### src/rtl/msgvec_pkg.sv
`timescale 1ns/1ps
package msgvec_pkg;
  // decoded window is always 4 KB; pending words start at word offset 512
  localparam int WIN_AW  = 12;
  localparam int MAX_VEC = 32;

  typedef enum logic [1:0] {
    F_ADDR_LO = 2'd0,
    F_ADDR_HI = 2'd1,
    F_DATA    = 2'd2,
    F_CTRL    = 2'd3
  } field_e;

  typedef struct packed {
    logic [63:0] addr;
    logic [31:0] data;
  } msg_t;
endpackage

### src/rtl/msgvec_table.sv
`timescale 1ns/1ps
module msgvec_table
  import msgvec_pkg::*;
#(
  parameter int NUM_VEC = 8,
  parameter int IDX_W   = 3
) (
  input  logic               clk,
  input  logic               rst,
  input  logic               reg_wr,
  input  logic               reg_rd,
  input  logic [WIN_AW-1:0]  win_addr,
  input  logic [31:0]        reg_wdata,
  output logic [31:0]        reg_rdata,
  input  logic [NUM_VEC-1:0] pend,
  output logic [NUM_VEC-1:0] vmask,
  input  logic [IDX_W-1:0]   sel_idx,
  output msg_t               sel_msg
);
  localparam logic [7:0] NV = 8'(NUM_VEC);

  logic [9:0]       woff;
  logic [7:0]       vidx;
  logic [IDX_W-1:0] vi;
  field_e           fld;
  logic             in_pba;
  logic             in_tab;
  logic             unused_lsb;

  assign woff       = win_addr[WIN_AW-1:2];
  assign vidx       = woff[9:2];
  assign vi         = vidx[IDX_W-1:0];
  assign fld        = field_e'(woff[1:0]);
  assign in_pba     = woff[9];
  assign in_tab     = (vidx < NV);
  assign unused_lsb = ^win_addr[1:0];

  logic [31:0]        lo_q  [NUM_VEC];
  logic [31:0]        hi_q  [NUM_VEC];
  logic [31:0]        dat_q [NUM_VEC];
  logic [NUM_VEC-1:0] mask_q;
  logic [31:0]        rd_word;

  // read mux: pending word or table field, zero elsewhere
  always_comb begin
    rd_word = '0;
    if (in_pba) begin
      if (woff[8:0] == 9'd0) rd_word[NUM_VEC-1:0] = pend;
    end else if (in_tab) begin
      case (fld)
        F_ADDR_LO: rd_word    = lo_q[vi];
        F_ADDR_HI: rd_word    = hi_q[vi];
        F_DATA:    rd_word    = dat_q[vi];
        F_CTRL:    rd_word[0] = mask_q[vi];
        default:   rd_word    = '0;
      endcase
    end
  end

  always_ff @(posedge clk) begin
    if (rst) begin
      for (int v = 0; v < NUM_VEC; v++) begin
        lo_q[v]  <= '0;
        hi_q[v]  <= '0;
        dat_q[v] <= '0;
      end
      mask_q    <= '1;
      reg_rdata <= '0;
    end else begin
      if (reg_wr && in_tab) begin
        case (fld)
          F_ADDR_LO: lo_q[vi]   <= reg_wdata;
          F_ADDR_HI: hi_q[vi]   <= reg_wdata;
          F_DATA:    dat_q[vi]  <= reg_wdata;
          F_CTRL:    mask_q[vi] <= reg_wdata[0];
          default:   ;
        endcase
      end
      if (reg_rd) reg_rdata <= rd_word;
    end
  end

  assign vmask        = mask_q;
  assign sel_msg.addr = {hi_q[sel_idx], lo_q[sel_idx]};
  assign sel_msg.data = dat_q[sel_idx];

  // reset leaves every vector masked and read data cleared
  p_reset_masks_r10: assert property (@(posedge clk)
    rst |=> (mask_q == '1) && (reg_rdata == '0));

  // writes decoding beyond the table never touch the masks
  p_high_write_discard_r3: assert property (@(posedge clk) disable iff (rst)
    (reg_wr && !in_tab) |=> $stable(mask_q));
endmodule

### src/rtl/msgvec_usecnt.sv
`timescale 1ns/1ps
module msgvec_usecnt #(
  parameter int NUM_VEC = 8,
  parameter int CNT_W   = 4
) (
  input  logic               clk,
  input  logic               rst,
  input  logic               use_inc,
  input  logic               use_dec,
  input  logic [4:0]         use_idx,
  output logic [NUM_VEC-1:0] live,
  output logic [NUM_VEC-1:0] drop
);
  for (genvar v = 0; v < NUM_VEC; v++) begin : g_cnt
    logic [CNT_W-1:0] cnt_q;
    logic             hit;
    logic             up;
    logic             dn;

    assign hit = (use_idx == 5'(v));
    assign up  = use_inc & ~use_dec & hit;
    assign dn  = use_dec & ~use_inc & hit;

    always_ff @(posedge clk) begin
      if (rst) begin
        cnt_q <= '0;
      end else if (up && (cnt_q != '1)) begin
        cnt_q <= cnt_q + 1'b1;
      end else if (dn && (cnt_q != '0)) begin
        cnt_q <= cnt_q - 1'b1;
      end
    end

    assign live[v] = (cnt_q != '0);
    assign drop[v] = dn && (cnt_q == CNT_W'(1));

    // no wrap below zero or above the maximum
    p_no_wrap_low_r9: assert property (@(posedge clk) disable iff (rst)
      (dn && (cnt_q == '0)) |=> (cnt_q == '0));
    p_no_wrap_high_r9: assert property (@(posedge clk) disable iff (rst)
      (up && (cnt_q == '1)) |=> (cnt_q == '1));
  end
endmodule

### src/rtl/msgvec_sched.sv
`timescale 1ns/1ps
module msgvec_sched
  import msgvec_pkg::*;
#(
  parameter int NUM_VEC = 8,
  parameter int IDX_W   = 3
) (
  input  logic               clk,
  input  logic               rst,
  input  logic [NUM_VEC-1:0] irq_req,
  input  logic               func_mask,
  input  logic [NUM_VEC-1:0] vmask,
  input  logic [NUM_VEC-1:0] live,
  input  logic [NUM_VEC-1:0] drop,
  output logic [IDX_W-1:0]   sel_idx,
  input  msg_t               sel_msg,
  output logic [NUM_VEC-1:0] pend,
  input  logic               msg_ack,
  output logic               msg_req,
  output msg_t               msg
);
  logic [NUM_VEC-1:0] masked;
  logic [NUM_VEC-1:0] req_ok;
  logic [NUM_VEC-1:0] release_v;
  logic [NUM_VEC-1:0] issue_clr;
  logic [NUM_VEC-1:0] pend_q, pend_d;
  logic [NUM_VEC-1:0] fire_q, fire_d;
  logic               msg_req_q;
  msg_t               msg_q;
  logic               issue;

  assign masked    = vmask | {NUM_VEC{func_mask}};
  assign req_ok    = irq_req & live;
  assign release_v = pend_q & ~masked;

  // lowest queued vector wins
  always_comb begin
    sel_idx = '0;
    for (int i = NUM_VEC - 1; i >= 0; i--) begin
      if (fire_q[i]) sel_idx = IDX_W'(i);
    end
  end

  assign issue = (|fire_q) & ~msg_req_q;

  always_comb begin
    issue_clr = '0;
    if (issue) issue_clr[sel_idx] = 1'b1;
    pend_d = ((pend_q & ~release_v) | (req_ok & masked)) & ~drop;
    fire_d = ((fire_q & ~issue_clr) | release_v | (req_ok & ~masked)) & ~drop;
  end

  always_ff @(posedge clk) begin
    if (rst) begin
      pend_q    <= '0;
      fire_q    <= '0;
      msg_req_q <= 1'b0;
      msg_q     <= '0;
    end else begin
      pend_q <= pend_d;
      fire_q <= fire_d;
      if (issue) begin
        msg_req_q <= 1'b1;
        msg_q     <= sel_msg;
      end else if (msg_req_q && msg_ack) begin
        msg_req_q <= 1'b0;
      end
    end
  end

  assign pend    = pend_q;
  assign msg_req = msg_req_q;
  assign msg     = msg_q;

  // an outstanding message is frozen until acknowledged
  p_hold_until_ack_r12: assert property (@(posedge clk) disable iff (rst)
    (msg_req && !msg_ack) |=> msg_req && $stable(msg.addr) && $stable(msg.data));

  // acknowledge ends the message; the next one starts a cycle later
  p_release_on_ack_r11: assert property (@(posedge clk) disable iff (rst)
    (msg_req && msg_ack) |=> !msg_req);

  // nothing is held for a vector whose use count is zero
  p_unused_clean_r8: assert property (@(posedge clk) disable iff (rst)
    ((pend_q | fire_q) & ~live) == '0);

  // a pending bit only appears on a vector that was masked
  p_pend_only_masked_r5: assert property (@(posedge clk) disable iff (rst)
    (|(pend_q & ~$past(pend_q))) |-> ((pend_q & ~$past(pend_q) & ~$past(masked)) == '0));
endmodule

### src/rtl/msgvec_ctrl.sv
`timescale 1ns/1ps
module msgvec_ctrl
  import msgvec_pkg::*;
#(
  parameter int NUM_VEC = 8,
  parameter int CNT_W   = 4,
  parameter int ADDR_W  = 16
) (
  input  logic               clk,
  input  logic               rst,
  input  logic               reg_wr,
  input  logic               reg_rd,
  input  logic [ADDR_W-1:0]  reg_addr,
  input  logic [31:0]        reg_wdata,
  output logic [31:0]        reg_rdata,
  input  logic [NUM_VEC-1:0] irq_req,
  input  logic               func_mask,
  input  logic               use_inc,
  input  logic               use_dec,
  input  logic [4:0]         use_idx,
  output logic               msg_req,
  output logic [63:0]        msg_addr,
  output logic [31:0]        msg_data,
  input  logic               msg_ack
);
  localparam int IDX_W = (NUM_VEC > 1) ? $clog2(NUM_VEC) : 1;

  logic [NUM_VEC-1:0] pend;
  logic [NUM_VEC-1:0] vmask;
  logic [NUM_VEC-1:0] live;
  logic [NUM_VEC-1:0] drop;
  logic [IDX_W-1:0]   sel_idx;
  msg_t               sel_msg;
  msg_t               msg;
  logic               unused_hi;

  // address is taken modulo the 4 KB window
  assign unused_hi = ^reg_addr[ADDR_W-1:WIN_AW];

  msgvec_table #(.NUM_VEC(NUM_VEC), .IDX_W(IDX_W)) u_table (
    .clk       (clk),
    .rst       (rst),
    .reg_wr    (reg_wr),
    .reg_rd    (reg_rd),
    .win_addr  (reg_addr[WIN_AW-1:0]),
    .reg_wdata (reg_wdata),
    .reg_rdata (reg_rdata),
    .pend      (pend),
    .vmask     (vmask),
    .sel_idx   (sel_idx),
    .sel_msg   (sel_msg)
  );

  msgvec_usecnt #(.NUM_VEC(NUM_VEC), .CNT_W(CNT_W)) u_usecnt (
    .clk     (clk),
    .rst     (rst),
    .use_inc (use_inc),
    .use_dec (use_dec),
    .use_idx (use_idx),
    .live    (live),
    .drop    (drop)
  );

  msgvec_sched #(.NUM_VEC(NUM_VEC), .IDX_W(IDX_W)) u_sched (
    .clk       (clk),
    .rst       (rst),
    .irq_req   (irq_req),
    .func_mask (func_mask),
    .vmask     (vmask),
    .live      (live),
    .drop      (drop),
    .sel_idx   (sel_idx),
    .sel_msg   (sel_msg),
    .pend      (pend),
    .msg_ack   (msg_ack),
    .msg_req   (msg_req),
    .msg       (msg)
  );

  assign msg_addr = msg.addr;
  assign msg_data = msg.data;
endmodule

### config.mk
export PLATFORM = sky130hd
export DESIGN_NAME = msgvec_ctrl
export DESIGN_NICKNAME = d
export VERILOG_FILES = /design/src/rtl/msgvec_pkg.sv /design/src/rtl/msgvec_table.sv /design/src/rtl/msgvec_usecnt.sv /design/src/rtl/msgvec_sched.sv /design/src/rtl/msgvec_ctrl.sv
export SDC_FILE = /design/constraint.sdc
export NUM_CORES = 2
export LEC_CHECK = 0
export ABC_AREA = 1
export BUFFER_PORTS_ARGS = -buffer_cell sky130_fd_sc_hd__buf_2
export CAP_MARGIN = 10
export CORE_MARGIN = 1
export CORE_UTILIZATION = 30
export DETAILED_ROUTE_END_ITERATION = 6
export SLEW_MARGIN = 15
export SYNTH_ARGS = -nofsm -noshare
export SYNTH_HDL_FRONTEND = slang
export SYNTH_HIERARCHICAL = 1
export SYNTH_SLANG_ARGS = --single-unit
### constraint.sdc
create_clock -name clk -period 4.06 [get_ports clk]
set_clock_uncertainty 0.05 [all_clocks]
set_input_delay 0.406 -clock clk [delete_from_list [all_inputs] [get_ports clk]]
set_output_delay 0.406 -clock clk [all_outputs]
set_load 0.01 [all_outputs]
; Word-level counts from Yosys, hierarchy flattened
; Memory sizes are Yosys's and may differ from the RTL's. A register that Yosys moved wholly into a read port is not among the register bits.
; Index checks and enable logic that the tools add are counted.
[totals]
regBits = 89
latch_bits = 0
ram_bits = 768
romBits = 0
input_bits = 69
output_inout_bits = 129
wordCells = 217
n_memories = 3
[mem_list]
columns = name, depth, width, rd, rd_ports_with_merged_regs, wr, line_no
row1 = u_table.dat_q, 8, 32, 2, 1, 8, msgvec_table.sv:40  ; logic [31:0] dat_q [NUM_VEC];
row2 = u_table.hi_q, 8, 32, 2, 1, 8, msgvec_table.sv:39  ; logic [31:0] hi_q [NUM_VEC];
row3 = u_table.lo_q, 8, 32, 2, 1, 8, msgvec_table.sv:38  ; logic [31:0] lo_q [NUM_VEC];
[classes]
add_sub_neg = 16
mul = 0
div_mod_pow = 0
order_cmp = 5
eq_ne = 26
n_shift = 0
muxes = 63
bitwise_logic = 38
n_reduce_logical = 53
[op_table]
columns = cell, count
row1 = $mux W32, 4
row2 = $reduce_or A32 Y1, 3
row3 = $pmux W31 S3, 1
row4 = $and A8 B8 Y8, 8
row5 = $mux W4, 16
row6 = $mux W3, 11
row7 = $add A4 B1 Y4 const B, 8
row8 = $eq A4 B1 Y1 const B, 8
row9 = $ne A4 B4 Y1 const B, 8
row10 = $not A8 Y8, 4
row11 = $or A8 B8 Y8, 4
row12 = $reduce_bool A4 Y1, 8
row13 = $sub A4 B1 Y4 const B, 8
row14 = $logic_and A1 B1 Y1, 28
row15 = $mux W24, 1
row16 = $mux W8, 3
row17 = $mux W1, 22
row18 = $eq A5 B3 Y1 const B, 4
row19 = $and A1 B1 Y1, 19
row20 = $reduce_bool A2 Y1, 9
row21 = $eq A5 B2 Y1 const B, 2
row22 = $logic_not A9 Y1, 1
row23 = $bwmux W8, 1
row24 = $lt A3 B4 Y1 const B, 2
row25 = 13 further kinds, 18

; Depth between registers and ports, before layout
[depth]
depth_word = 18
depth_mapped = 20
ltp_nobuf = 16

; Hierarchy
; Netlist, hierarchy kept.
[by_module_without_submodules]
columns = mod, instances, cells_per_inst, area_per_inst_um2, seq_area_each_um2
row1 = msgvec_table, 1, 5556, 43654.4, 23862.9
row2 = msgvec_sched, 1, 540, 4157.7, 2262.2
row3 = msgvec_usecnt, 1, 485, 3071.7, 640.6

; Worst setup path before layout
; No wires, ideal clock.
[synth_timing]
path_kind = in2reg
start = input port reg_addr[4]
end = memory u_table.dat_q[2][0], enable pin
setup_ns = 0.389
arrival_time_ns = 2.226
required_time_ns = 3.621
setup_slack_ns = 1.395
stages = 8
path_buffers = 5
path_cell_list = buf_6 -> buf_6 -> buf_2 -> buf_2 -> nor2_1 -> nand2_1 -> clkbuf_1 -> nand2_1
[synth_lines]
columns = element, line_no
row1 = start: declaration, msgvec_ctrl.sv:13  ; input logic [ADDR_W-1:0] reg_addr,
row2 = end: declaration, msgvec_table.sv:40

; Final worst setup path
[layout_timing]
start = register u_sched.fire_q[6]
end = register, netlist name u_sched/msg[31]
[layout_between]
elab_chain_len = 7
word_cells_on_any_way = 9
classes_between = mux (7) / bitwise (1) / reduce/logical (1)
[layout_lines]
columns = element, line_no
row1 = start: declaration, msgvec_sched.sv:27  ; logic [NUM_VEC-1:0] fire_q, fire_d;
row2 = start signal: assignment, msgvec_sched.sv:61  ; fire_q <= fire_d;
row3 = $mux W3 (7 in series), msgvec_sched.sv:40  ; if (fire_q[i]) sel_idx = IDX_W'(i);
row4 = named net sel_idx[1], msgvec_ctrl.sv:32  ; logic [IDX_W-1:0] sel_idx;
; The timed path passes the listed nets, and every way through them passes these cells.
; A chain may end at the register's enable or synchronous reset.

==> impl_summary.txt <==
----------------------------------------------------
[Clocking]
  Clock tree root driver cell ... sky130_fd_sc_hd__clkbuf_16
  Clock tree from TritonCTS ... built
  Clock net sink count ... between 900 and 1000
  Cts repair resizes ... 0
  Maximum clock insertion buffer count ... 3
  Inserted Clock Buffers ... 100
  # H-tree levels ... 3
  Insertion delay of the later-clocked pin in the worst-skew pair ... 740 ps
  CTS clk-pin slew, worst paths ... approximately 60 ps

[Global routing]
  GRT Resource Usage Total ... 0.206
  Antenna violations before repair ... 6
  Global-route wire length before repair ... 267 mm
  Maximum number of pins on one net before global-route repair ... 143
  Total gr overflow ... 0
  Vias in the first global route ... ~42000

[Worst setup path]
  Critical path class ... reg -> reg
  Critical path data required time ... roughly 4700 ps
  Launching element of the worst setup path ... u_sched/fire_q[6]
  Capture instance of the worst register-to-register path ... u_sched/msg[31]
  Register-to-register setup slack ... about 950 ps
  Sort of element at the end of the critical path ... flip-flop
  Length in cells of the worst reg-to-reg path ... 10
  Worst reg2reg path startpoint ... u_sched/fire_q[6]
  Critical path peak fanout ... about 140
  Startpoint types ... flip-flop
  Data arrival time at the worst-slack endpoint ... approximately 3700 ps

[Worst hold path]
  Worst Hold Path EP ... u_sched/pend[7]
  Class of the most critical hold timing path ... in -> reg
  Hold Path Depth ... 3
  Startpoint of the most critical hold path ... irq_req[7]

[Logic synthesis]
  Number of nets produced by synthesis ... between 6000 and 7000
  EDFF count, synth ... about 770
  Post-Synthesis Cells ... approximately 6600
  Yosys warning total ... 6
  Post-synthesis instance area ... about 0.05 mm²
  Post-synth top flop ... sky130_fd_sc_hd__edfxtp_1
  Number of synthesized register bits ... around 950
  Seq/Total Area, Yosys ... 0.526
  Avg Cell Area, Syn ... approximately 7.7 µm²
  Async set-reset flop share out of synthesis ... 0
  Synth cell types ... 41

[Floorplan]
  Die outline area ... 0.171 mm²
  Chip Width ... about 410 µm
  I/O pin cnt ... a little under 200
  Starting density of the core ... 0.303
  Core footprint ... approximately 0.17 mm²
  Number of rows created at floorplan ... 150
  Height of the die ... between 400 and 500 µm

[Drt]
  Sum of routed wire segments on met1 ... between 70 and 80 mm
  DR WL met3 ... 18.2 mm
  Residual DRC count ... 0
  Via-to-Cell Ratio ... 5.17
  Remaining number of nets flagged by the antenna check after routing ... 0
  Total number of vias ... approximately 46000
  Routed wire length ... 183 mm
  First-pass detailed-route iteration total ... 7
  WL/cell ... around 21 µm
  Initial DRC count ... about 5400
  Max Used Layer ... met5
  Detail Route met2 WL ... between 80 and 90 mm

[Pwr]
  Power per cell area ... 390 mW/mm²
  Total Power Consumption ... around 22000 µW
  VDD IR max ... around 0.31 mV
  Reported leakage power ... 0.0242 µW

[STA]
  Finish-stage setup viols ... 0
  Share of the clock period used by the worst path ... 0.767
  Setup repair after global routing missed its margin ... no
  Max Freq ... around 0.32 GHz
  Worst slew slack as a fraction of its limit ... 0.211
  Time the worst path needs with I/O delays and setup ... between 3000 and 4000 ps
  Final Max Slew Viols ... 0
  Number of hold violations in the final report ... 0
  Total Negative Setup Slacks ... 0 ps
  Transition time of the tightest slew-check pin ... around 1200 ps

[Flow run]
  Number of max-cap violations ... 0

[Final layout]
  Antenna Cells ... 0
  Share of final-layout standard cells stronger than drive strength 1 ... 0.0894
  Number of nets in the layout ... between 6000 and 7000
  Growth of design area from synthesis to finish ... 12.0%
  Number of inserted filler cells in the final layout ... 17500

[Run status]
  Status ... complete, no violations

[Placed design]
  Port buffer count ... ~190
  Last weighted congestion value of the routability-driven placer ... a little under 0.9
  Detailed placer's ending HPWL ... ~110 mm

----------------------------------------------------
critical path: stages, from the launching register on:
cell and delay (ps):
sky130_fd_sc_hd__dfxtp_1 350, sky130_fd_sc_hd__or2_1 170, sky130_fd_sc_hd__nand3_1 150, sky130_fd_sc_hd__a21oi_4 280
sky130_fd_sc_hd__buf_12 630, sky130_fd_sc_hd__o21ai_0 180, sky130_fd_sc_hd__o21ai_0 210, sky130_fd_sc_hd__a21oi_1 50
sky130_fd_sc_hd__a31oi_1 560, sky130_fd_sc_hd__nor2_1 120, sky130_fd_sc_hd__nor2_1 130
registers in the layout, indices dropped and copies added (netlist names):
signal and cells:
u_table/dat_q 256, u_sched/fire_q 8, u_table/vmask 8, u_sched/msg 96, u_usecnt/g_cnt.cnt_q 32, u_table/reg_rdata 32, u_table/hi_q 256, u_sched/pend 8
u_sched/msg_req 1, u_table/lo_q 256
power breakdown:
| group | switching (µW) | internal [µW] |
|---|---|---|
| sequential | 178 | 10900 |
| combinational | 1370 | 465 |
| clock | 4160 | 5120 |
| total | 5710 | 16500 |
how the worst max path moves through the flow:
stage / endpoint / slack (ps) / cells after the start
floorplan: u_table/dat_q[2][0] / 1390 / 8
global placement: u_sched/msg[31] / 1030 / 10
detailed placement: u_sched/msg[31] / 1050 / 10
CTS: u_sched/msg[31] / 1020 / 10
global route: u_sched/msg[45] / 820 / 10
finish: u_sched/msg[31] / 950 / 10
cells in the mapped netlist (7+ instances only):
library cell,n,area share
sky130_fd_sc_hd__a21oi_1,178,0.018
sky130_fd_sc_hd__a21oi_2,8,0.0014
sky130_fd_sc_hd__a31oi_1,96,0.012
sky130_fd_sc_hd__buf_1,47,0.0035
sky130_fd_sc_hd__buf_2,158,0.016
sky130_fd_sc_hd__buf_6,19,0.0042
sky130_fd_sc_hd__clkbuf_1,258,0.019
sky130_fd_sc_hd__dfxtp_1,185,0.073
sky130_fd_sc_hd__edfxtp_1,768,0.45
sky130_fd_sc_hd__ha_1,31,0.0076
sky130_fd_sc_hd__inv_1,295,0.022
sky130_fd_sc_hd__inv_2,14,0.0010
sky130_fd_sc_hd__nand2_1,2008,0.15
sky130_fd_sc_hd__nand2_2,17,0.0021
sky130_fd_sc_hd__nand3_1,161,0.016
sky130_fd_sc_hd__nand4_1,15,0.0018
sky130_fd_sc_hd__nor2_1,1451,0.11
sky130_fd_sc_hd__nor2_2,18,0.0022
sky130_fd_sc_hd__nor2_4,12,0.0027
sky130_fd_sc_hd__nor3_1,9,0.00089
sky130_fd_sc_hd__o211ai_1,28,0.0041
sky130_fd_sc_hd__o21ai_0,650,0.064
sky130_fd_sc_hd__o21ai_1,19,0.0019
sky130_fd_sc_hd__o22ai_1,49,0.0060
sky130_fd_sc_hd__or2_2,31,0.0038
sky130_fd_sc_hd__xnor2_1,9,0.0015
sky130_fd_sc_hd__xor2_1,7,0.0012
layout by cell type, fill, tap and decap left out, drive strengths merged, types with 142 or more instances in the layout:
| cell type | instances |
|---|---|
| a21oi | 187 |
| buf | 308 |
| clkbuf | 142 |
| dfxtp | 185 |
| edfxtp | 768 |
| inv | 313 |
| nand2 | 2030 |
| nand3 | 168 |
| nor2 | 1481 |
| o21ai | 669 |
logic make-up (layout without fill, tap and decap cells):
group                    count (synthesis)  after routing  synth area share
AND/OR/NAND/NOR                       3743           3743             0.289
flip-flops                             953            953             0.526
AO/OA/AOI/OAI                         1033           1033             0.108
adder cells (fa/ha/maj)                 31             31           0.00762
XOR/XNOR                                16             16           0.00275
buffers and inverters                  805            815            0.0674
final cells by class:
| type | count | area [µm²] | area share |
|---|---|---|---|
| clock inverters | 47 | 423 | 0.00742 |
| inverters | 311 | 1210 | 0.0212 |
| clock buffers | 142 | 2850 | 0.0501 |
| well taps | 2204 | 2760 | 0.0484 |
| flip-flops and latches | 953 | 26800 | 0.470 |
| multi-input cells | 4823 | 20700 | 0.364 |
| repair buffers | 315 | 2250 | 0.0395 |
through the flow:
| step | hold slack [ps] | instance area (µm²) | cells | worst slack, ps | util |
|---|---|---|---|---|---|
| final | 55.3 | 57000 | 8795 | 948 | 0.340 |
| after global routing | 32.4 | 57000 | 8795 | 824 | 0.340 |
| after CTS | 18.2 | 57000 | 8795 | 1020 | 0.340 |
| after detailed placement | 407 | 53600 | 8599 | 1050 | 0.320 |
| after global placement | 406 | 53600 | 8599 | 1030 | 0.320 |
| after floorplan | 385 | 50900 | 6581 | 1390 | - |
repair_timing:
action,4_1_cts,5_1_grt
hold endpoints to repair,10,0
hold buffers,7,0
setup endpoints to repair,0,0
setup buffers,0,0
metal layers:
metal / up-vias / GRT usage
met5: - / 0
met4: 4 / 0.0723
met3: 342 / 0.0362
met2: 2412 / 0.333
met1: 21600 / 0.277
li1: 21200 / -
Note: power is estimated with default switching activity, not from simulation.
